**src/rtl/serial_port_pkg.sv**
```systemverilog
package serial_port_pkg;

   // word index of each register (byte address bits 5:2)
   typedef enum logic [3:0] {
      RG_IRQ_STATE = 4'd0,
      RG_IRQ_EN    = 4'd1,
      RG_IRQ_TEST  = 4'd2,
      RG_CONTROL   = 4'd3,
      RG_STATUS    = 4'd4,
      RG_RX_BYTE   = 4'd5,
      RG_TX_BYTE   = 4'd6,
      RG_Q_CTRL    = 4'd7,
      RG_Q_LEVEL   = 4'd8,
      RG_SPARE_OVR = 4'd9,
      RG_SPARE_VAL = 4'd10,
      RG_SPARE_TMO = 4'd11
   } reg_word_e;

   // interrupt bit positions
   localparam int IB_TX_MARK  = 0;
   localparam int IB_RX_MARK  = 1;
   localparam int IB_TX_DRAIN = 2;
   localparam int IB_RX_OVR   = 3;
   localparam int IRQ_N       = 4;

   localparam int BYTE_W      = 8;
   localparam int FRAME_BITS  = 10;

endpackage

```
**src/rtl/sp_baud_nco.sv**
```systemverilog
module sp_baud_nco #(
   parameter int INC_W = 16
) (
   input  logic             clk_i,
   input  logic             rst_ni,
   input  logic [INC_W-1:0] inc_i,
   output logic             tick_o
);
   logic [INC_W-1:0] phase_q;
   logic [INC_W:0]   sum;

   assign sum = {1'b0, phase_q} + {1'b0, inc_i};

   always_ff @(posedge clk_i or negedge rst_ni) begin
      if (!rst_ni) begin
         phase_q <= '0;
         tick_o  <= 1'b0;
      end else begin
         phase_q <= sum[INC_W-1:0];
         tick_o  <= sum[INC_W];
      end
   end
endmodule

```
**src/rtl/sp_tx_queue.sv**
```systemverilog
module sp_tx_queue #(
   parameter int DEPTH  = 16,
   parameter int DW     = 8,
   localparam int PW    = $clog2(DEPTH),
   localparam int LW    = $clog2(DEPTH + 1)
) (
   input  logic          clk_i,
   input  logic          rst_ni,
   input  logic          push_i,
   input  logic [DW-1:0] data_i,
   input  logic          pop_i,
   input  logic          flush_i,
   output logic [DW-1:0] data_o,
   output logic [LW-1:0] level_o,
   output logic          full_o,
   output logic          empty_o
);
   logic [DW-1:0] store_q [DEPTH];
   logic [PW-1:0] wr_q, rd_q, wr_nxt, rd_nxt;
   logic          do_push, do_pop;

   assign full_o  = (level_o == LW'(DEPTH));
   assign empty_o = (level_o == '0);
   assign do_push = push_i && !full_o && !flush_i;
   assign do_pop  = pop_i && !empty_o && !flush_i;
   assign data_o  = store_q[rd_q];

   generate
      if ((DEPTH & (DEPTH - 1)) == 0) begin : g_pow2_wrap
         assign wr_nxt = wr_q + PW'(1);
         assign rd_nxt = rd_q + PW'(1);
      end else begin : g_cmp_wrap
         assign wr_nxt = (wr_q == PW'(DEPTH - 1)) ? '0 : wr_q + PW'(1);
         assign rd_nxt = (rd_q == PW'(DEPTH - 1)) ? '0 : rd_q + PW'(1);
      end
   endgenerate

   always_ff @(posedge clk_i) begin
      if (do_push) store_q[wr_q] <= data_i;
   end

   always_ff @(posedge clk_i or negedge rst_ni) begin
      if (!rst_ni) begin
         wr_q    <= '0;
         rd_q    <= '0;
         level_o <= '0;
      end else if (flush_i) begin
         wr_q    <= '0;
         rd_q    <= '0;
         level_o <= '0;
      end else begin
         if (do_push) wr_q <= wr_nxt;
         if (do_pop)  rd_q <= rd_nxt;
         if (do_push && !do_pop)      level_o <= level_o + LW'(1);
         else if (do_pop && !do_push) level_o <= level_o - LW'(1);
      end
   end
endmodule

```
**src/rtl/sp_tx_shift.sv**
```systemverilog
module sp_tx_shift
   import serial_port_pkg::*;
#(
   parameter int OVS = 16,
   localparam int TW = $clog2(OVS)
) (
   input  logic              clk_i,
   input  logic              rst_ni,
   input  logic              tick_i,
   input  logic              enable_i,
   input  logic              avail_i,
   input  logic [BYTE_W-1:0] data_i,
   output logic              take_o,
   output logic              busy_o,
   output logic              txd_o
);
   logic [FRAME_BITS-1:0] frame_q;
   logic [3:0]            bit_q;
   logic [TW-1:0]         tick_q;

   assign take_o = !busy_o && enable_i && avail_i;
   assign txd_o  = busy_o ? frame_q[0] : 1'b1;

   always_ff @(posedge clk_i or negedge rst_ni) begin
      if (!rst_ni) begin
         busy_o  <= 1'b0;
         frame_q <= '1;
         bit_q   <= '0;
         tick_q  <= '0;
      end else if (!busy_o) begin
         if (take_o) begin
            busy_o  <= 1'b1;
            frame_q <= {1'b1, data_i, 1'b0};
            bit_q   <= '0;
            tick_q  <= '0;
         end
      end else if (tick_i) begin
         if (tick_q == TW'(OVS - 1)) begin
            tick_q <= '0;
            if (bit_q == 4'(FRAME_BITS - 1)) begin
               busy_o <= 1'b0;
            end else begin
               bit_q   <= bit_q + 4'd1;
               frame_q <= {1'b1, frame_q[FRAME_BITS-1:1]};
            end
         end else begin
            tick_q <= tick_q + TW'(1);
         end
      end
   end
endmodule

```
**src/rtl/sp_rx_shift.sv**
```systemverilog
module sp_rx_shift
   import serial_port_pkg::*;
#(
   parameter int OVS  = 16,
   localparam int TW  = $clog2(OVS),
   localparam int MID = OVS / 2
) (
   input  logic              clk_i,
   input  logic              rst_ni,
   input  logic              tick_i,
   input  logic              enable_i,
   input  logic              rxd_i,
   output logic              valid_o,
   output logic [BYTE_W-1:0] data_o
);
   logic          s1_q, s2_q, s3_q;
   logic          busy_q;
   logic [3:0]    bit_q;
   logic [TW-1:0] tick_q;

   always_ff @(posedge clk_i or negedge rst_ni) begin
      if (!rst_ni) begin
         s1_q    <= 1'b1;
         s2_q    <= 1'b1;
         s3_q    <= 1'b1;
         busy_q  <= 1'b0;
         bit_q   <= '0;
         tick_q  <= '0;
         valid_o <= 1'b0;
         data_o  <= '0;
      end else begin
         s1_q    <= rxd_i;
         s2_q    <= s1_q;
         s3_q    <= s2_q;
         valid_o <= 1'b0;
         if (!busy_q) begin
            if (enable_i && s3_q && !s2_q) begin
               busy_q <= 1'b1;
               bit_q  <= '0;
               tick_q <= '0;
            end
         end else if (tick_i) begin
            if (tick_q == TW'(OVS - 1)) begin
               tick_q <= '0;
               bit_q  <= bit_q + 4'd1;
            end else begin
               tick_q <= tick_q + TW'(1);
            end
            if (tick_q == TW'(MID - 1)) begin
               if (bit_q == 4'd0) begin
                  if (s2_q) busy_q <= 1'b0;
               end else if (bit_q == 4'(FRAME_BITS - 1)) begin
                  busy_q  <= 1'b0;
                  valid_o <= s2_q;
               end else begin
                  data_o <= {s2_q, data_o[BYTE_W-1:1]};
               end
            end
         end
      end
   end
endmodule

```
**src/rtl/serial_port_core.sv**
```systemverilog
module serial_port_core
   import serial_port_pkg::*;
#(
   parameter int Q_DEPTH = 16,
   parameter int INC_W   = 16,
   parameter int OVS     = 16,
   localparam int LW     = $clog2(Q_DEPTH + 1)
) (
   input  logic        clk_i,
   input  logic        rst_ni,
   input  logic        req_i,
   input  logic        we_i,
   input  logic [5:0]  addr_i,
   input  logic [31:0] wdata_i,
   output logic [31:0] rdata_o,
   output logic        txd_o,
   input  logic        rxd_i,
   output logic [3:0]  irq_o
);
   generate
      if (Q_DEPTH < 2 || Q_DEPTH > 31) begin : g_bad_depth
         $error("Q_DEPTH must lie in 2..31 to fit the level field");
      end
      if (OVS < 4 || (OVS & (OVS - 1)) != 0) begin : g_bad_ovs
         $error("OVS must be a power of two of at least 4");
      end
      if (INC_W < 2 || INC_W > 16) begin : g_bad_inc
         $error("INC_W must lie in 2..16");
      end
   endgenerate

   logic [IRQ_N-1:0] ist_q, ien_q, hw_set, hw_clr;
   logic [31:0]      ctl_q, ovr_q, tmo_q;
   logic [4:0]       qctl_q;
   logic [BYTE_W-1:0] rxb_q;
   logic             unread_q;

   logic             wr, rd;
   logic [3:0]       widx;
   logic             q_push, q_flush, q_pop, q_full, q_empty, tx_busy;
   logic [LW-1:0]    q_level;
   logic [LW:0]      lvl_after;
   logic [BYTE_W-1:0] q_data, rx_data;
   logic             tick, rx_valid, rd_rxb;
   logic [1:0]       tx_thr;
   logic [2:0]       rx_thr;

   assign wr      = req_i && we_i;
   assign rd      = req_i && !we_i;
   assign widx    = addr_i[5:2];
   assign q_push  = wr && (widx == RG_TX_BYTE);
   assign q_flush = wr && (widx == RG_Q_CTRL) && wdata_i[1];
   assign rd_rxb  = rd && (widx == RG_RX_BYTE);
   assign tx_thr  = qctl_q[4:3];
   assign rx_thr  = qctl_q[2:0];

   sp_baud_nco #(.INC_W(INC_W)) u_nco (
      .clk_i (clk_i), .rst_ni(rst_ni),
      .inc_i (ctl_q[16 +: INC_W]), .tick_o(tick)
   );

   sp_tx_queue #(.DEPTH(Q_DEPTH), .DW(BYTE_W)) u_queue (
      .clk_i  (clk_i), .rst_ni(rst_ni),
      .push_i (q_push), .data_i(wdata_i[BYTE_W-1:0]),
      .pop_i  (q_pop), .flush_i(q_flush),
      .data_o (q_data), .level_o(q_level),
      .full_o (q_full), .empty_o(q_empty)
   );

   sp_tx_shift #(.OVS(OVS)) u_tx (
      .clk_i   (clk_i), .rst_ni(rst_ni), .tick_i(tick),
      .enable_i(ctl_q[0]), .avail_i(!q_empty && !q_flush),
      .data_i  (q_data), .take_o(q_pop), .busy_o(tx_busy),
      .txd_o   (txd_o)
   );

   sp_rx_shift #(.OVS(OVS)) u_rx (
      .clk_i   (clk_i), .rst_ni(rst_ni), .tick_i(tick),
      .enable_i(ctl_q[1]), .rxd_i(rxd_i),
      .valid_o (rx_valid), .data_o(rx_data)
   );

   // fill count after this cycle's push and pop
   always_comb begin
      lvl_after = {1'b0, q_level};
      if (q_push && !q_full) lvl_after = lvl_after + (LW+1)'(1);
      if (q_pop)             lvl_after = lvl_after - (LW+1)'(1);
   end

   always_comb begin
      hw_set = '0;
      hw_clr = '0;
      if (q_push && !q_full && lvl_after >= (LW+1)'(tx_thr)) hw_set[IB_TX_MARK] = 1'b1;
      if (q_pop && lvl_after < (LW+1)'(tx_thr))              hw_clr[IB_TX_MARK] = 1'b1;
      if (q_flush && tx_thr != 2'd0)                         hw_clr[IB_TX_MARK] = 1'b1;
      if (q_pop && lvl_after == '0)                          hw_set[IB_TX_DRAIN] = 1'b1;
      if (rx_valid && rx_thr == 3'd0)                        hw_set[IB_RX_MARK] = 1'b1;
      if (rx_valid && unread_q && !rd_rxb)                   hw_set[IB_RX_OVR] = 1'b1;
   end

   always_ff @(posedge clk_i or negedge rst_ni) begin
      if (!rst_ni) begin
         ist_q    <= '0;
         ien_q    <= '0;
         ctl_q    <= '0;
         qctl_q   <= '0;
         ovr_q    <= '0;
         tmo_q    <= '0;
         rxb_q    <= '0;
         unread_q <= 1'b0;
      end else begin
         begin : upd_state
            logic [IRQ_N-1:0] nxt;
            nxt = (ist_q & ~hw_clr) | hw_set;
            if (wr && widx == RG_IRQ_STATE) nxt = nxt & ~wdata_i[IRQ_N-1:0];
            if (wr && widx == RG_IRQ_TEST)  nxt = nxt | wdata_i[IRQ_N-1:0];
            ist_q <= nxt;
         end
         if (wr && widx == RG_IRQ_EN)    ien_q  <= wdata_i[IRQ_N-1:0];
         if (wr && widx == RG_CONTROL)   ctl_q  <= wdata_i;
         if (wr && widx == RG_Q_CTRL)    qctl_q <= wdata_i[6:2];
         if (wr && widx == RG_SPARE_OVR) ovr_q  <= wdata_i;
         if (wr && widx == RG_SPARE_TMO) tmo_q  <= wdata_i;
         if (rx_valid) begin
            rxb_q    <= rx_data;
            unread_q <= 1'b1;
         end else if (rd_rxb) begin
            unread_q <= 1'b0;
         end
      end
   end

   assign irq_o = ist_q & ien_q;

   always_comb begin
      rdata_o = '0;
      if (rd) begin
         case (widx)
            RG_IRQ_STATE: rdata_o = 32'(ist_q);
            RG_IRQ_EN:    rdata_o = 32'(ien_q);
            RG_CONTROL:   rdata_o = ctl_q;
            RG_STATUS:    rdata_o = {26'd0, !unread_q, !unread_q, 1'b0,
                                     q_empty, unread_q, q_full};
            RG_RX_BYTE:   rdata_o = 32'(rxb_q);
            RG_Q_CTRL:    rdata_o = {25'd0, qctl_q, 2'b00};
            RG_Q_LEVEL:   rdata_o = 32'(q_level);
            RG_SPARE_OVR: rdata_o = ovr_q;
            RG_SPARE_TMO: rdata_o = tmo_q;
            default:      rdata_o = '0;
         endcase
      end
   end

   logic unused_bits;
   assign unused_bits = ^{addr_i[1:0], ctl_q, tx_busy};
endmodule

```
**config.mk**
```make
export PLATFORM = sky130hd
export DESIGN_NAME = serial_port_core
export DESIGN_NICKNAME = d
export VERILOG_FILES = /design/src/rtl/serial_port_pkg.sv /design/src/rtl/sp_baud_nco.sv /design/src/rtl/sp_tx_queue.sv /design/src/rtl/sp_tx_shift.sv /design/src/rtl/sp_rx_shift.sv /design/src/rtl/serial_port_core.sv
export SDC_FILE = /design/constraint.sdc
export NUM_CORES = 1
export LEC_CHECK = 0
export BUFFER_PORTS_ARGS = -buffer_cell sky130_fd_sc_hd__buf_2
export CELL_PAD_IN_SITES_DETAIL_PLACEMENT = 1
export CELL_PAD_IN_SITES_GLOBAL_PLACEMENT = 1
export CORE_AREA = 2 2 188 153
export CTS_BUF_LIST = sky130_fd_sc_hd__clkbuf_8
export DETAILED_ROUTE_END_ITERATION = 10
export DIE_AREA = 0 0 190 155
export GPL_ROUTABILITY_DRIVEN = 1
export GPL_TIMING_DRIVEN = 0
export PLACE_DENSITY = 0.83
export SLEW_MARGIN = 40
export SYNTH_ARGS = -nofsm -noshare
export SYNTH_HDL_FRONTEND = slang
export SYNTH_SLANG_ARGS = --single-unit
export TNS_END_PERCENT = 20
```
**constraint.sdc**
```tcl
create_clock -name clk_i -period 5.7 [get_ports clk_i]
set_input_delay 1.14 -clock clk_i [delete_from_list [all_inputs] [get_ports clk_i]]
set_output_delay 1.14 -clock clk_i [all_outputs]
set_load 0.02 [all_outputs]
```
==> metrics.md <==
| Metric | Value |
|---|---|
| Width of the die | `190 um` |
| Num CTS Buffers | `49` |
| Nets | `1313` |
| Design Power | `6350 uW` |
| Arr. time, crit path | `3440 ps` |
| Top_reg_cell synth | `dfrtp_1` |
| Initial antenna violation count | `3` |
| Post-synth EDFFs | `128` |
| Area occupied by registers | `8540 um^2` |
| Postcts setup bufs | `0` |
| Via density | `6.12` |
| DIE AREA | `29500 um^2` |
| Post-synth ARST share | `59.4%` |
| Final setup margin | `1120 ps` |
| Crit path capture | `rdata_o[11]` |
| Largest net degree at the start of global routing | `78` |
| Commonest cells post-synth | `dfrtp_1, edfxtp_1, mux2_2` |
| RSZ-0062 raised after global routing | `no` |
| Terminus of the critical flop-to-flop path | `ist_q[0]` |
| Worst Hold Class | `register to register` |
| Worst Hold Launch | `u_rx.s1_q` |
| Post-Synth Adder-Cell Area | `3.39%` |
| Met2 WL post-DR | `18400 um` |
| Max Freq | `218 MHz` |
| Area Overhead vs Synth | `13.6%` |
| Synth top area share | `30.3%` |
| CP Launch Point | `addr_i[2]` |
| Xor and xnor area share after synthesis | `1.57%` |
| Post-cts resize count | `0` |
| First-pass GRT wire length | `62300 um` |
| Post-Synth Simple-Gate Area | `8.92%` |
| Area leader, netlist | `dfrtp_1` |
| MaxCap Viol Count | `0` |
| WL/cell | `24.1 um` |
| Post-layout min period | `4580 ps` |
| Register area share after synthesis | `59.0%` |
| Mapped Area | `14500 um^2` |
| Complex-gate fraction of the synthesized area | `9.92%` |
| Initial Util | `52.1%` |
| Total Routing Usage GR | `27.5%` |
| Ranking of synthesized cells by area | `dfrtp_1, edfxtp_1, mux2_2, ha_1, mux4_2` |
| WL met3 | `3050 um` |
| Grt ovf | `0` |
| #FFs+latches synth | `315` |
| Hold Fails Final Rpt | `0` |
| CTS root buf | `clkbuf_8` |
| Fillers | `2774` |
| Clock latency on the worst-skew pair | `580 ps` |
| Clk buf depth | `3` |
| CTS clk-pin slew, worst paths | `60 ps` |
| Syn nets | `1183` |
| Port bufs | `76` |
| Worst path required time | `4560 ps` |
| Most frequent cell after synthesis | `dfrtp_1` |
| Final HPWL DP | `26400 um` |
| Cells after Synth | `1102` |
| Status | `completed` |
| Static Leak | `0.00688 uW` |
| Avg Inst Size Synth | `13.1 um^2` |
| Post-Route WL | `39600 um` |
| Remaining antenna violation count | `0` |
| Drt first pass iters | `9` |
| PD cells | `387 nW/um^2` |
| Tightest Pin Transition | `832 ps` |
| Crit start category | `input port` |
| Vias in the first global route | `10900` |
| Residual DRC | `0` |
| Fin. max-slew vios | `0` |
| H-tree levels | `2` |
| Peak supply drop | `0.000245 V` |
| Fin crit share | `80.3%` |
| Clock skew | `49.0 ps` |
| Final setup viols | `0` |
| R2r setup slk | `1930 ps` |
| Post-Route M1 WL | `16900 um` |
| Share of layout cells above drive strength 1 | `26.7%` |
| Setup CP Type | `input port to output pin` |
| Core area | `27700 um^2` |
| # clock sinks | `315` |
| Slew headroom | `44.5%` |
| Top fanout value on the critical path | `10` |
| IO Pins | `80` |
| Vias | `10100` |
| Distinct cells, synth | `72` |
| Total negative slack | `0 ps` |
| Row cnt | `55` |
| Reg2Reg Depth | `13` |
| Chip height | `155 um` |
| R2R Path Start | `u_queue.level_o[0]` |
| CTS Hold Bufs | `0` |
| Multi-input gate area | `5580 um^2` |
| DRT iter0 DRCs | `934` |
| Multiplexer share of the synthesized area | `14.7%` |
| Warnings, synthesis | `0` |
| CP endpoint kind | `output pin` |
| Combinational family with the most area after synthesis | `multiplexers` |
| Highest routed layer | `met5` |
| CTS tree | `built` |
| Place WS | `1110 ps` |
| Gpl congestion | `0.857` |
[through the flow]
step | util, % | instances | hold slack, ps | instance area, um^2
3_5_place_dp | 55.4 | 1550 | 354 | 15400
5_1_grt | 59.2 | 1642 | 361 | 16400
4_1_cts | 59.2 | 1641 | 363 | 16400
2_1_floorplan | - | 1102 | 345 | 14500
6_report | 59.3 | 1644 | 360 | 16400
3_3_place_gp | 55.2 | 1548 | 347 | 15300
[power breakdown]
part	internal (uW)	switching [uW]	leakage (uW)	total, uW
clock	1080	908	0.000609	1990
sequential	2660	214	0.00349	2870
combinational	628	864	0.00278	1490
total	4370	1990	0.00688	6350
[flip-flops by register name, indices dropped and copies added (netlist names), 5 cells and up]
signal and flops:
u_queue.level_o 5, qctl_q 5, u_tx.frame_q 9, u_rx.data_o 8, ctl_q 32, rxb_q 8, u_queue.store_q 128, u_nco.phase_q 16
ovr_q 32, tmo_q 32
[worst min path at each step]
stage                     slack [ps]  cells past startpoint         to
after floorplan                  350                      0  u_rx.s2_q
after global placement           350                      0  u_rx.s2_q
after detailed placement         350                      0  u_rx.s2_q
after CTS                        360                      0  u_rx.s2_q
after global routing             360                      0  u_rx.s2_q
final                            360                      0  u_rx.s2_q
[worst max-delay path: stages]
cell	delay (ps)
buf_2	170
nand2_1	230
nor3_1	390
clkbuf_1	500
buf_1	490
a222oi_1	200
nor2_1	130
buf_2	170
[per-layer routing]
layer  vias up  GRT usage [%]
li1       4408              -
met1      5109           38.0
met2       441           43.9
met3       100           5.62
met4         4           9.12
met5         -              0
[layout by cell type (no fill, tap or decap), types with 5 or more instances in the layout]
master	instances
a221oi_1	11
a222oi_1	26
xnor2_1	10
clkbuf_8	66
or3_1	5
mux2i_1	34
dfstp_2	12
o21ai_0	61
nand2b_1	13
mux2_2	124
dfrtp_1	175
mux4_2	16
buf_1	8
ha_1	36
clkbuf_1	31
edfxtp_1	128
and2_1	20
a21o_1	9
a21oi_1	39
nor2b_1	7
nand3_1	21
a22oi_1	20
and3_1	10
buf_2	91
xor2_1	14
nand2_1	57
clkinv_2	5
nor2_1	76
nor3_1	17
inv_1	42
nand4_1	5
a31oi_1	7
o31ai_1	6
[cells by family after synthesis]
kind of cell,Yosys count
mux,177
compound gates,210
xor+xnor,25
simple gates,254
flops,315
buf+inv,83
fa+ha+maj,38
[area by class of cell]
| cell class | instances | share of cell area [%] |
|---|---|---|
| antenna | 2 | 0.0305 |
| sequential | 315 | 52.0 |
| clock buffer | 66 | 5.53 |
| inverter | 25 | 0.571 |
| tap | 370 | 2.82 |
| clock inverter | 25 | 0.845 |
| multi-input combinational | 704 | 34.0 |
| buffer | 58 | 1.55 |
| timing repair buffer | 79 | 2.74 |
No activity file was read; power rests on OpenSTA's default activity.
